$ cat src/rtl/cfgport_pkg.sv
package cfgport_pkg;

    localparam logic [15:0] ADDR_PORT  = 16'h0CF8;
    localparam logic [15:0] DATA_PORT  = 16'h0CFC;
    localparam int          ENABLE_BIT = 31;

    typedef enum logic [1:0] {
        TGT_NONE = 2'd0,
        TGT_ADDR = 2'd1,
        TGT_HOST = 2'd2,
        TGT_DOWN = 2'd3
    } tgt_e;

    typedef enum logic {
        DS_IDLE = 1'b0,
        DS_BUSY = 1'b1
    } ds_state_e;

    typedef struct packed {
        tgt_e        tgt;
        logic        write;
        logic [7:0]  bus;
        logic [7:0]  devfn;
        logic [5:0]  dw;
        logic [1:0]  ofs;
        logic [2:0]  len;
        logic [3:0]  be;
        logic [31:0] lane_data;
    } cfg_cyc_t;

    // Legal combinations of byte offset and length stay inside one dword.
    function automatic logic span_ok(input logic [1:0] ofs, input logic [2:0] len);
        case (len)
            3'd1:    return 1'b1;
            3'd2:    return ofs != 2'd3;
            3'd4:    return ofs == 2'd0;
            default: return 1'b0;
        endcase
    endfunction

    function automatic logic [3:0] lane_be(input logic [1:0] ofs, input logic [2:0] len);
        case (len)
            3'd1:    return 4'b0001 << ofs;
            3'd2:    return 4'b0011 << ofs;
            3'd4:    return 4'b1111;
            default: return 4'b0000;
        endcase
    endfunction

    function automatic logic [31:0] lane_place(input logic [31:0] data, input logic [1:0] ofs);
        return data << {ofs, 3'b000};
    endfunction

    function automatic logic [31:0] lane_pick(input logic [31:0] dword, input logic [1:0] ofs,
                                              input logic [2:0] len);
        logic [31:0] s;
        s = dword >> {ofs, 3'b000};
        case (len)
            3'd1:    return {24'h0, s[7:0]};
            3'd2:    return {16'h0, s[15:0]};
            default: return s;
        endcase
    endfunction

endpackage

$ cat src/rtl/cfgport_decode.sv
module cfgport_decode
    import cfgport_pkg::*;
(
    input  logic        io_write,
    input  logic [15:0] io_addr,
    input  logic [2:0]  io_len,
    input  logic [31:0] io_wdata,
    input  logic        cfg_en,
    input  logic [7:0]  cfg_bus,
    input  logic [7:0]  cfg_devfn,
    input  logic [5:0]  cfg_dw,
    output cfg_cyc_t    cyc
);

    logic addr_hit;
    logic data_hit;
    logic local_tgt;

    always_comb begin
        addr_hit  = (io_addr == ADDR_PORT) && (io_len == 3'd4);
        data_hit  = (io_addr[15:2] == DATA_PORT[15:2]) && cfg_en && span_ok(io_addr[1:0], io_len);
        local_tgt = (cfg_bus == 8'h00) && (cfg_devfn == 8'h00);

        cyc.write     = io_write;
        cyc.bus       = cfg_bus;
        cyc.devfn     = cfg_devfn;
        cyc.dw        = cfg_dw;
        cyc.ofs       = io_addr[1:0];
        cyc.len       = io_len;
        cyc.be        = lane_be(io_addr[1:0], io_len);
        cyc.lane_data = lane_place(io_wdata, io_addr[1:0]);

        if (addr_hit)       cyc.tgt = TGT_ADDR;
        else if (data_hit)  cyc.tgt = local_tgt ? TGT_HOST : TGT_DOWN;
        else                cyc.tgt = TGT_NONE;
    end

endmodule

$ cat src/rtl/cfgport_hostregs.sv
module cfgport_hostregs #(
    parameter int          HOST_DWORDS = 8,
    parameter logic [15:0] VENDOR_ID   = 16'h1D0F,
    parameter logic [15:0] DEVICE_ID   = 16'h7A31
) (
    input  logic        clk,
    input  logic        rst,
    input  logic        wr_en,
    input  logic [5:0]  dw,
    input  logic [3:0]  be,
    input  logic [31:0] wdata,
    output logic [31:0] rdata
);

    localparam int IW = (HOST_DWORDS > 2) ? $clog2(HOST_DWORDS) : 1;

    logic [31:0] rd_arr [HOST_DWORDS];

    assign rd_arr[0] = {DEVICE_ID, VENDOR_ID};

    for (genvar i = 1; i < HOST_DWORDS; i++) begin : g_dword
        logic [31:0] q;
        always_ff @(posedge clk) begin
            if (rst) begin
                q <= '0;
            end else if (wr_en && (int'(dw) == i)) begin
                for (int b = 0; b < 4; b++) begin
                    if (be[b]) q[b*8 +: 8] <= wdata[b*8 +: 8];
                end
            end
        end
        assign rd_arr[i] = q;
    end

    always_comb begin
        if (int'(dw) < HOST_DWORDS) rdata = rd_arr[dw[IW-1:0]];
        else                        rdata = '0;
    end

endmodule

$ cat src/rtl/cfgport_dsctl.sv
module cfgport_dsctl
    import cfgport_pkg::*;
#(
    parameter int TIMEOUT = 16
) (
    input  logic        clk,
    input  logic        rst,
    input  logic        start,
    input  logic        write,
    input  logic [7:0]  bus,
    input  logic [7:0]  devfn,
    input  logic [5:0]  dw,
    input  logic [3:0]  be,
    input  logic [1:0]  ofs,
    input  logic [2:0]  len,
    input  logic [31:0] lane_data,
    output logic        ds_req_valid,
    output logic        ds_write,
    output logic [7:0]  ds_bus,
    output logic [7:0]  ds_devfn,
    output logic [5:0]  ds_reg,
    output logic [3:0]  ds_be,
    output logic [31:0] ds_wdata,
    input  logic        ds_ack,
    input  logic [31:0] ds_rdata,
    output logic        done,
    output logic [31:0] done_data
);

    localparam int TW = (TIMEOUT > 1) ? $clog2(TIMEOUT) : 1;

    ds_state_e   state_q;
    logic [TW-1:0] tmo_q;
    logic        wr_q;
    logic [7:0]  bus_q;
    logic [7:0]  devfn_q;
    logic [5:0]  dw_q;
    logic [3:0]  be_q;
    logic [1:0]  ofs_q;
    logic [2:0]  len_q;
    logic [31:0] data_q;
    logic        expire;

    assign expire    = (tmo_q == TW'(TIMEOUT - 1));
    assign done      = (state_q == DS_BUSY) && (ds_ack || expire);
    assign done_data = wr_q ? 32'h0 : lane_pick(ds_ack ? ds_rdata : 32'hFFFF_FFFF, ofs_q, len_q);

    always_ff @(posedge clk) begin
        if (rst) begin
            state_q <= DS_IDLE;
            tmo_q   <= '0;
            wr_q    <= 1'b0;
            bus_q   <= '0;
            devfn_q <= '0;
            dw_q    <= '0;
            be_q    <= '0;
            ofs_q   <= '0;
            len_q   <= '0;
            data_q  <= '0;
        end else begin
            case (state_q)
                DS_IDLE: begin
                    if (start) begin
                        state_q <= DS_BUSY;
                        tmo_q   <= '0;
                        wr_q    <= write;
                        bus_q   <= bus;
                        devfn_q <= devfn;
                        dw_q    <= dw;
                        be_q    <= be;
                        ofs_q   <= ofs;
                        len_q   <= len;
                        data_q  <= lane_data;
                    end
                end
                default: begin
                    if (done) state_q <= DS_IDLE;
                    else      tmo_q   <= tmo_q + 1'b1;
                end
            endcase
        end
    end

    assign ds_req_valid = (state_q == DS_BUSY);
    assign ds_write     = wr_q;
    assign ds_bus       = bus_q;
    assign ds_devfn     = devfn_q;
    assign ds_reg       = dw_q;
    assign ds_be        = be_q;
    assign ds_wdata     = data_q;

endmodule

$ cat src/rtl/cfgport_top.sv
module cfgport_top
    import cfgport_pkg::*;
#(
    parameter int          HOST_DWORDS = 8,
    parameter int          TIMEOUT     = 16,
    parameter logic [15:0] VENDOR_ID   = 16'h1D0F,
    parameter logic [15:0] DEVICE_ID   = 16'h7A31
) (
    input  logic        clk,
    input  logic        rst,
    input  logic        io_req_valid,
    input  logic        io_req_write,
    input  logic [15:0] io_addr,
    input  logic [2:0]  io_len,
    input  logic [31:0] io_wdata,
    output logic        io_rsp_valid,
    output logic [31:0] io_rdata,
    output logic        io_unclaimed,
    output logic        ds_req_valid,
    output logic        ds_write,
    output logic [7:0]  ds_bus,
    output logic [7:0]  ds_devfn,
    output logic [5:0]  ds_reg,
    output logic [3:0]  ds_be,
    output logic [31:0] ds_wdata,
    input  logic        ds_ack,
    input  logic [31:0] ds_rdata
);

    logic [31:0] cfg_addr_q;
    cfg_cyc_t    cyc;
    logic [31:0] host_rdata;
    logic        host_wr;
    logic        ds_start;
    logic        ds_done;
    logic [31:0] ds_done_data;
    logic        rsp_valid_q;
    logic [31:0] rsp_data_q;
    logic        uncl_q;

    cfgport_decode u_decode (
        .io_write  (io_req_write),
        .io_addr   (io_addr),
        .io_len    (io_len),
        .io_wdata  (io_wdata),
        .cfg_en    (cfg_addr_q[ENABLE_BIT]),
        .cfg_bus   (cfg_addr_q[23:16]),
        .cfg_devfn (cfg_addr_q[15:8]),
        .cfg_dw    (cfg_addr_q[7:2]),
        .cyc       (cyc)
    );

    assign host_wr  = io_req_valid && (cyc.tgt == TGT_HOST) && cyc.write;
    assign ds_start = io_req_valid && (cyc.tgt == TGT_DOWN);

    cfgport_hostregs #(
        .HOST_DWORDS (HOST_DWORDS),
        .VENDOR_ID   (VENDOR_ID),
        .DEVICE_ID   (DEVICE_ID)
    ) u_hostregs (
        .clk   (clk),
        .rst   (rst),
        .wr_en (host_wr),
        .dw    (cyc.dw),
        .be    (cyc.be),
        .wdata (cyc.lane_data),
        .rdata (host_rdata)
    );

    cfgport_dsctl #(
        .TIMEOUT (TIMEOUT)
    ) u_dsctl (
        .clk          (clk),
        .rst          (rst),
        .start        (ds_start),
        .write        (cyc.write),
        .bus          (cyc.bus),
        .devfn        (cyc.devfn),
        .dw           (cyc.dw),
        .be           (cyc.be),
        .ofs          (cyc.ofs),
        .len          (cyc.len),
        .lane_data    (cyc.lane_data),
        .ds_req_valid (ds_req_valid),
        .ds_write     (ds_write),
        .ds_bus       (ds_bus),
        .ds_devfn     (ds_devfn),
        .ds_reg       (ds_reg),
        .ds_be        (ds_be),
        .ds_wdata     (ds_wdata),
        .ds_ack       (ds_ack),
        .ds_rdata     (ds_rdata),
        .done         (ds_done),
        .done_data    (ds_done_data)
    );

    always_ff @(posedge clk) begin
        if (rst) begin
            cfg_addr_q  <= '0;
            rsp_valid_q <= 1'b0;
            rsp_data_q  <= '0;
            uncl_q      <= 1'b0;
        end else begin
            rsp_valid_q <= 1'b0;
            uncl_q      <= 1'b0;
            if (ds_done) begin
                rsp_valid_q <= 1'b1;
                rsp_data_q  <= ds_done_data;
            end
            if (io_req_valid) begin
                case (cyc.tgt)
                    TGT_ADDR: begin
                        if (cyc.write) cfg_addr_q <= io_wdata;
                        rsp_valid_q <= 1'b1;
                        rsp_data_q  <= cyc.write ? 32'h0 : cfg_addr_q;
                    end
                    TGT_HOST: begin
                        rsp_valid_q <= 1'b1;
                        rsp_data_q  <= cyc.write ? 32'h0 : lane_pick(host_rdata, cyc.ofs, cyc.len);
                    end
                    TGT_DOWN: begin
                        // completion comes from the downstream controller
                    end
                    default: begin
                        rsp_valid_q <= 1'b1;
                        uncl_q      <= 1'b1;
                        rsp_data_q  <= 32'hFFFF_FFFF;
                    end
                endcase
            end
        end
    end

    assign io_rsp_valid = rsp_valid_q;
    assign io_rdata     = rsp_data_q;
    assign io_unclaimed = uncl_q;

endmodule

$ cat config.mk
export PLATFORM = sky130hd
export DESIGN_NAME = cfgport_top
export DESIGN_NICKNAME = d
export VERILOG_FILES = /design/src/rtl/cfgport_pkg.sv /design/src/rtl/cfgport_decode.sv /design/src/rtl/cfgport_hostregs.sv /design/src/rtl/cfgport_dsctl.sv /design/src/rtl/cfgport_top.sv
export SDC_FILE = /design/constraint.sdc
export NUM_CORES = 1
export LEC_CHECK = 0
export ABC_AREA = 1
export ABC_CLOCK_PERIOD_IN_PS = 3370
export BUFFER_PORTS_ARGS = -buffer_cell sky130_fd_sc_hd__buf_2
export CORE_UTILIZATION = 45
export CTS_CLUSTER_DIAMETER = 120
export DETAILED_ROUTE_END_ITERATION = 16
export HOLD_SLACK_MARGIN = 0.02
export PLACE_DENSITY_LB_ADDON = 0.08
export REMOVE_ABC_BUFFERS = 1
export SETUP_SLACK_MARGIN = 0.5
export SLEW_MARGIN = 10
export SYNTH_ARGS = -nofsm -noshare
export SYNTH_HDL_FRONTEND = slang
export SYNTH_SLANG_ARGS = --single-unit
$ cat constraint.sdc
create_clock -name clk -period 3.37 [get_ports clk]
set_input_delay 0.337 -clock clk [delete_from_list [all_inputs] [get_ports clk]]
set_output_delay 0.337 -clock clk [all_outputs]
set_load 0.02 [all_outputs]
==> flow_summary.ini, run 1 <==
[power]
p_sw_mw = 2.510
power.leakage_nw = 9.679
combPwrFrac_pct = 7.6
p_per_area_nw_per_um2 = 468.6
p_sw_share_pct = 24.74
intPower_mw = 7.635
p_seq_share_pct = 42.3
p_clk_share_pct = 50.1
max-vdd-ir-drop_uv = 368.5

[route]
finalWirelength_um = 71010
vias_per_cell = 5.650
vias = 20540
drcViolationCount = 0
dr.pass1.iters = 6
post_drt_wl_per_cell_um = 19.54
drt_iter0_drc = 2345
ant_nets = 0

[clock_tree]
insertion_delay_ns = 0.58
cts_num_sinks = 359
cts-buffers-inserted = 42
htreeDepth = 2
clk_pin_slew_worst_paths_ns = 0.06
cts_tree = built
cts-root-buf = clkbuf_16
clk_path_buf_depth = 3
cts_setup_buffers = 0

[yosys]
netlist-cell-type-count = 36
yosys_warnings = 0
synth-seq-area-share_pct = 38.79
ys_ff_latch = 359
netlist_area_um2 = 18530
syn_inst = 2974
synth_area_per_cell_um2 = 6.230

[floorplan]
die_w_um = 204.9
die_area_um2 = 41990
pin_count = 182
core_area_um2 = 40190
die_y_um = 204.9
initial_core_util_pct = 46.11
rows = 73

[layout]
nets = 3167
drive_gt1_share_pct = 12.73
final_design_area_no_fill_um2 = 21650
antennaDiodeCount = 0
regMostFlops = u_hostregs.g_dword.q
largest_register_ffs = 224
area_growth_pct = 16.84
finalCoreUtilization_pct = 53.87

[critical_path]
cp_data_arrival_time_ns = 3.31
endpoint_kind = flip-flop
critPathRequiredTime_ns = 3.84
regToRegSetupSlack_ns = 0.53
cp-start-kind = flip-flop
cpPeakStageDelay_ns = 0.57
path_cells = inv_2 -> nand2_1 -> nor2_1 -> nand4_1 -> nor2_2 -> inv_1 -> nor2_1 -> nor2_1
cp_slowest_cell = nand4_1
path_common_cell = nor2_1
worstRegToRegCells = 8
crit_type = flip-flop to flip-flop
cp_max_fo = 19

[grt]
track_usage_pct = 33.29
overflow = 0
grt_pass1_vias = 18540
antenna_found_initial = 0
grt_max_degree = 123
grt_pass1_wl_um = 108600

[worst_hold_path]
whs_path_depth = 3
holdCritPathClass = primary input to flip-flop

[timing]
setup_slack_ns = 0.5308
worst_clock_skew_ns = 0.01841
max_freq_ghz = 0.3522
tightestPinTransition_ns = 1.142
setup_viol = 0
rsz0062_at_grt = yes
fin_crit_sh_pct = 84.25
fin_crit_ns = 2.839
slew_headroom_pct = 23.65
slew_viol_final = 0
hold_violations = 0

[placement]
place_hpwl_um = 49640
placed_area_um2 = 20030
io_buffers = 181
place_ws_ns = 0.4545
gp_congestion = 0.9965

[flow_run]
cap_violations = 0

[run_status]
status = finished, final reports clean
cell type report:
| class | count | area (µm²) |
|---|---|---|
| tap | 525 | 656.9 |
| clock inverter | 23 | 391.6 |
| clock buffer | 53 | 1132 |
| timing repair buffer | 258 | 1579 |
| multi-input combinational | 2282 | 10190 |
| sequential | 359 | 7189 |
| inverter | 135 | 514.2 |
| fill | 4187 | 18540 |
worst paths after layout:
kind                              start                          end
min                        io_wdata[30]               cfg_addr_q[30]
max reg2reg               cfg_addr_q[2]  u_hostregs.g_dword[6].q[10]
max                       cfg_addr_q[2]  u_hostregs.g_dword[6].q[10]
min reg2reg  u_hostregs.g_dword[6].q[6]   u_hostregs.g_dword[6].q[6]
Yosys cell counts, drive strengths merged:
cell type | instances | share of area (%)
clkbuf | 135 | 2.7
nand2 | 845 | 17
nor3 | 35 | 1.0
dfxtp | 359 | 39
nand4 | 210 | 7.1
xor2 | 1 | 0.047
a221oi | 7 | 0.33
or2 | 15 | 0.51
a21oi | 82 | 2.2
a2bb2oi | 5 | 0.24
o211ai | 6 | 0.24
a22oi | 8 | 0.32
o2111ai | 3 | 0.14
buf | 63 | 1.4
and3 | 1 | 0.034
inv | 131 | 2.7
a211oi | 10 | 0.41
nand3 | 154 | 4.2
o31ai | 1 | 0.041
o21ai | 210 | 5.7
nand3b | 1 | 0.041
clkinv | 4 | 0.081
a31oi | 2 | 0.14
o22ai | 8 | 0.27
nor2 | 677 | 14
ha | 1 | 0.068
metrics by stage:
stage	total power, mW	instances	hold WS (ns)	setup TNS (ns)
after floorplan	4.828	2776	0.4061	-722.95
after global placement	5.126	3559	0.4475	0
after detailed placement	5.125	3559	0.4467	0
after CTS	10.19	3635	0.03215	0
after global routing	10.42	3635	0.05879	0
final	10.14	3635	0.05209	0
power groups by stage:
stage,clock (mW),combinational [mW],sequential [mW]
2_1_floorplan,0,0.412,4.42
3_3_place_gp,0,0.741,4.38
3_5_place_dp,0,0.740,4.39
4_1_cts,5.15,0.744,4.29
5_1_grt,5.31,0.821,4.29
6_report,5.09,0.767,4.29
worst max-delay path, delay by kind of cell, from the launching register on:
| family | cells | cell delay (ns) |
|---|---|---|
| AND/OR/NAND/NOR | 6 | 1.70 |
| buffers and inverters | 2 | 0.55 |
| flip-flops | 1 | 0.46 |
cells by family (layout without fill, tap and decap cells):
kind of cell	after synthesis	after routing	share of synthesized area [%]
and+or+nand+nor	1938	1938	44.17
DFF	359	359	38.79
AOI/OAI and AO/OA	342	342	10.03
buffers and inverters	333	469	6.894
adders and majority gates	1	1	0.06752
xor gates and xnor gates	1	1	0.04728
what timing repair did:
item,4_1_cts,5_1_grt
endpoints found under the hold margin,0,0
hold buffers,0,0
gates resized for setup,0,26
setup endpoints to repair,0,203
routing by layer:
metal  vias up  wire [µm]  track usage, %
li1       9897          -               -
met1      9568      31880           47.86
met2       943      31090           51.56
met3       131       5823           3.898
met4         0       2225           10.71
met5         -          0               0
layout by cell type (no fill, tap or decap), types with 10 or more instances in the layout:
cell type / Yosys / layout
buf_2: 19 / 181
nor2_4: 2 / 22
a21oi_1: 81 / 81
nand3_1: 153 / 153
inv_1: 122 / 122
nor2_2: 26 / 11
dfxtp_1: 359 / 357
bufinv_16: 0 / 10
a211oi_1: 10 / 10
nand4_1: 210 / 210
inv_2: 9 / 10
buf_4: 1 / 68
or2_2: 15 / 15
o21ai_0: 210 / 205
clkbuf_16: 0 / 42
nor2_1: 649 / 644
nand2_1: 844 / 843
nor3_1: 33 / 33
(Power assumes the default switching activity.)
==> run 2, diff against run 1 <==
--- a/config.mk
+++ b/config.mk
@@ -6,7 +6,7 @@
 export NUM_CORES = 1
 export LEC_CHECK = 0
 export ABC_AREA = 1
-export ABC_CLOCK_PERIOD_IN_PS = 3370
+export ABC_CLOCK_PERIOD_IN_PS = 2600
 export BUFFER_PORTS_ARGS = -buffer_cell sky130_fd_sc_hd__buf_2
 export CORE_UTILIZATION = 45
 export CTS_CLUSTER_DIAMETER = 120
==> constraint.sdc (replaced) <==
create_clock -name clk -period 2.6 [get_ports clk]
set_input_delay 0.26 -clock clk [delete_from_list [all_inputs] [get_ports clk]]
set_output_delay 0.26 -clock clk [all_outputs]
set_load 0.02 [all_outputs]
==> run 2 against run 1 <==
  * Setup slack worse by 0.15 ns
  * Clock power is 19% higher
  * Global-route usage is 1.3 points higher
  * First-iteration DRC count is 7.1% higher
  * Hold slack better by 0.024 ns
  * Clock-buffer cell count is 9 higher
  * Cell area is 13% higher
  * Cell count is 4.4% higher
  * Maximum frequency is 28% higher
  * Clock skew is 0.0074 ns higher
  * Non-clock buffer count is 166 higher
  * Combinational power is 41% higher
==> flow_summary.ini, run 2 (synthesis results as in run 1) <==
[run_status]
status = finished, final reports clean

[layout]
final_common_cell = nand2_1
regMostFlops = u_hostregs.g_dword.q
final_design_area_no_fill_um2 = 24420
layout_common_cells = nand2_1, nor2_1, dfxtp_1
layout.cells.non_filler = 3796
area_growth_pct = 31.80
drive_gt1_share_pct = 19.39
largest_register_ffs = 224
nets = 3334

[placement]
place_hpwl_um = 50760
placed_area_um2 = 20710
placed_cells = 3625
io_buffers = 181
gp_congestion = 0.9801

[clock_tree]
cts-root-buf = clkbuf_16
cts_tree = built
cts_num_sinks = 359
cts-buffers-inserted = 42
clk_path_buf_depth = 3
clk_pin_slew_worst_paths_ns = 0.06
htreeDepth = 2
insertion_delay_ns = 0.58

[grt]
overflow = 0
grt_pass1_vias = 19220
grt_max_degree = 110
track_usage_pct = 34.59
antenna_found_initial = 0
grt_pass1_wl_um = 112100

[critical_path]
path_common_cell = buf_6
path_cells = inv_2 -> nand2_2 -> nor3_4 -> nand2_1 -> nor2_2 -> buf_6 -> nand4_1 -> buf_6 -> nor2_4 -> buf_6 -> buf_12 -> clkbuf_16 -> nand4_1 -> nand2_1 -> nor2_1
regToRegSetupSlack_ns = 0.38
cp_data_arrival_time_ns = 2.69
r2r-start = cfg_addr_q[16]
crit_start = cfg_addr_q[16]
endpoint_kind = flip-flop
crit_type = flip-flop to flip-flop
cp_max_fo = 8
cp-start-kind = flip-flop
cpPeakStageDelay_ns = 0.33
critPathRequiredTime_ns = 3.07
cp_slowest_cell = dfxtp_2

[floorplan]
pin_count = 182
rows = 73
die_w_um = 204.9
die_y_um = 204.9
die_area_um2 = 41990
initial_core_util_pct = 46.11
core_area_um2 = 40190

[power]
max-vdd-ir-drop_uv = 565.9
power.leakage_nw = 10.79
p_sw_mw = 3.227
intPower_mw = 9.496
p_clk_share_pct = 47.8
power_mw = 12.72
p_per_area_nw_per_um2 = 521.0
p_sw_share_pct = 25.36
p_seq_share_pct = 43.7
combPwrFrac_pct = 8.5

[route]
drt_iter0_drc = 2512
vias_per_cell = 5.760
drcViolationCount = 0
ant_nets = 0
finalWirelength_um = 78660
vias = 21860
dr.pass1.iters = 6
post_drt_wl_per_cell_um = 20.72

[timing]
slew_viol_final = 0
fin_crit_ns = 2.223
hold_violations = 0
setup_viol = 0
tightestPinTransition_ns = 0.6994
rsz0062_at_grt = yes
hold_ws_ns = 0.07626
worst_clock_skew_ns = 0.02576
fin_crit_sh_pct = 85.48
max_freq_ghz = 0.4499
slew_headroom_pct = 53.32
fin_tns_setup_ns = 0

[flow_run]
cap_violations = 0

[worst_hold_path]
hold_start = ds_rdata[2]
holdCritPathClass = primary input to flip-flop
run 2: final timing paths:
kind	to	cells past startpoint
setup reg to reg	u_hostregs.g_dword[4].q[18]	15
setup / recovery	u_hostregs.g_dword[4].q[18]	15
hold reg to reg	u_hostregs.g_dword[6].q[6]	2
hold / removal	io_rdata[2]	5
run 2: repair_timing:
action                     in CTS  in global routing
setup buffers                  22                 23
setup endpoints to repair     251                298
cloned                          8                 25
hold buffers                   23                  0
hold endpoints to repair       23                  0
gates resized for setup        76                182
pin swaps                      13                109
run 2: layout make-up:
class,instances,area [µm²]
Antenna cell,1,2.502
Clock buffer,62,1267
Clock inverter,7,120.1
Fill cell,3843,15770
Inverter,135,531.8
Multi-Input combinational cell,2283,10660
Sequential cell,359,7201
Tap cell,525,656.9
Timing Repair Buffer,424,3983
run 2: per-layer routing:
| metal | global-route usage (%) | vias up | share of wire (%) |
|---|---|---|---|
| met2 | 53.28 | 1117 | 44 |
| li1 | - | 10270 | - |
| met3 | 3.945 | 164 | 9.0 |
| met1 | 48.85 | 10310 | 43 |
| met4 | 14.21 | 0 | 4.0 |
| met5 | 0 | - | 0 |
run 2: power by group through the flow:
stage                     clock network, mW  logic (mW)  registers [mW]
after CTS                              6.15        1.03            5.56
after global routing                   6.34        1.15            5.56
after detailed placement                  0       0.991            5.68
final                                  6.08        1.08            5.56
after global placement                    0       0.990            5.68
after floorplan                           0       0.534            5.72
run 2: stage by stage:
step / utilization (%) / worst slack [ns]
global placement: 51.53 / 0.002548
global route: 60.76 / 0.2609
CTS: 57.27 / 0.4094
floorplan: - / -4.141
finish: 60.77 / 0.3774
detailed placement: 51.53 / -0.01108
run 2: worst max-delay path, delay by kind of cell (launching register included):
family | cells | cell delay, ns
and+or+nand+nor | 9 | 0.91
buffers and inverters | 6 | 0.87
DFF | 1 | 0.33
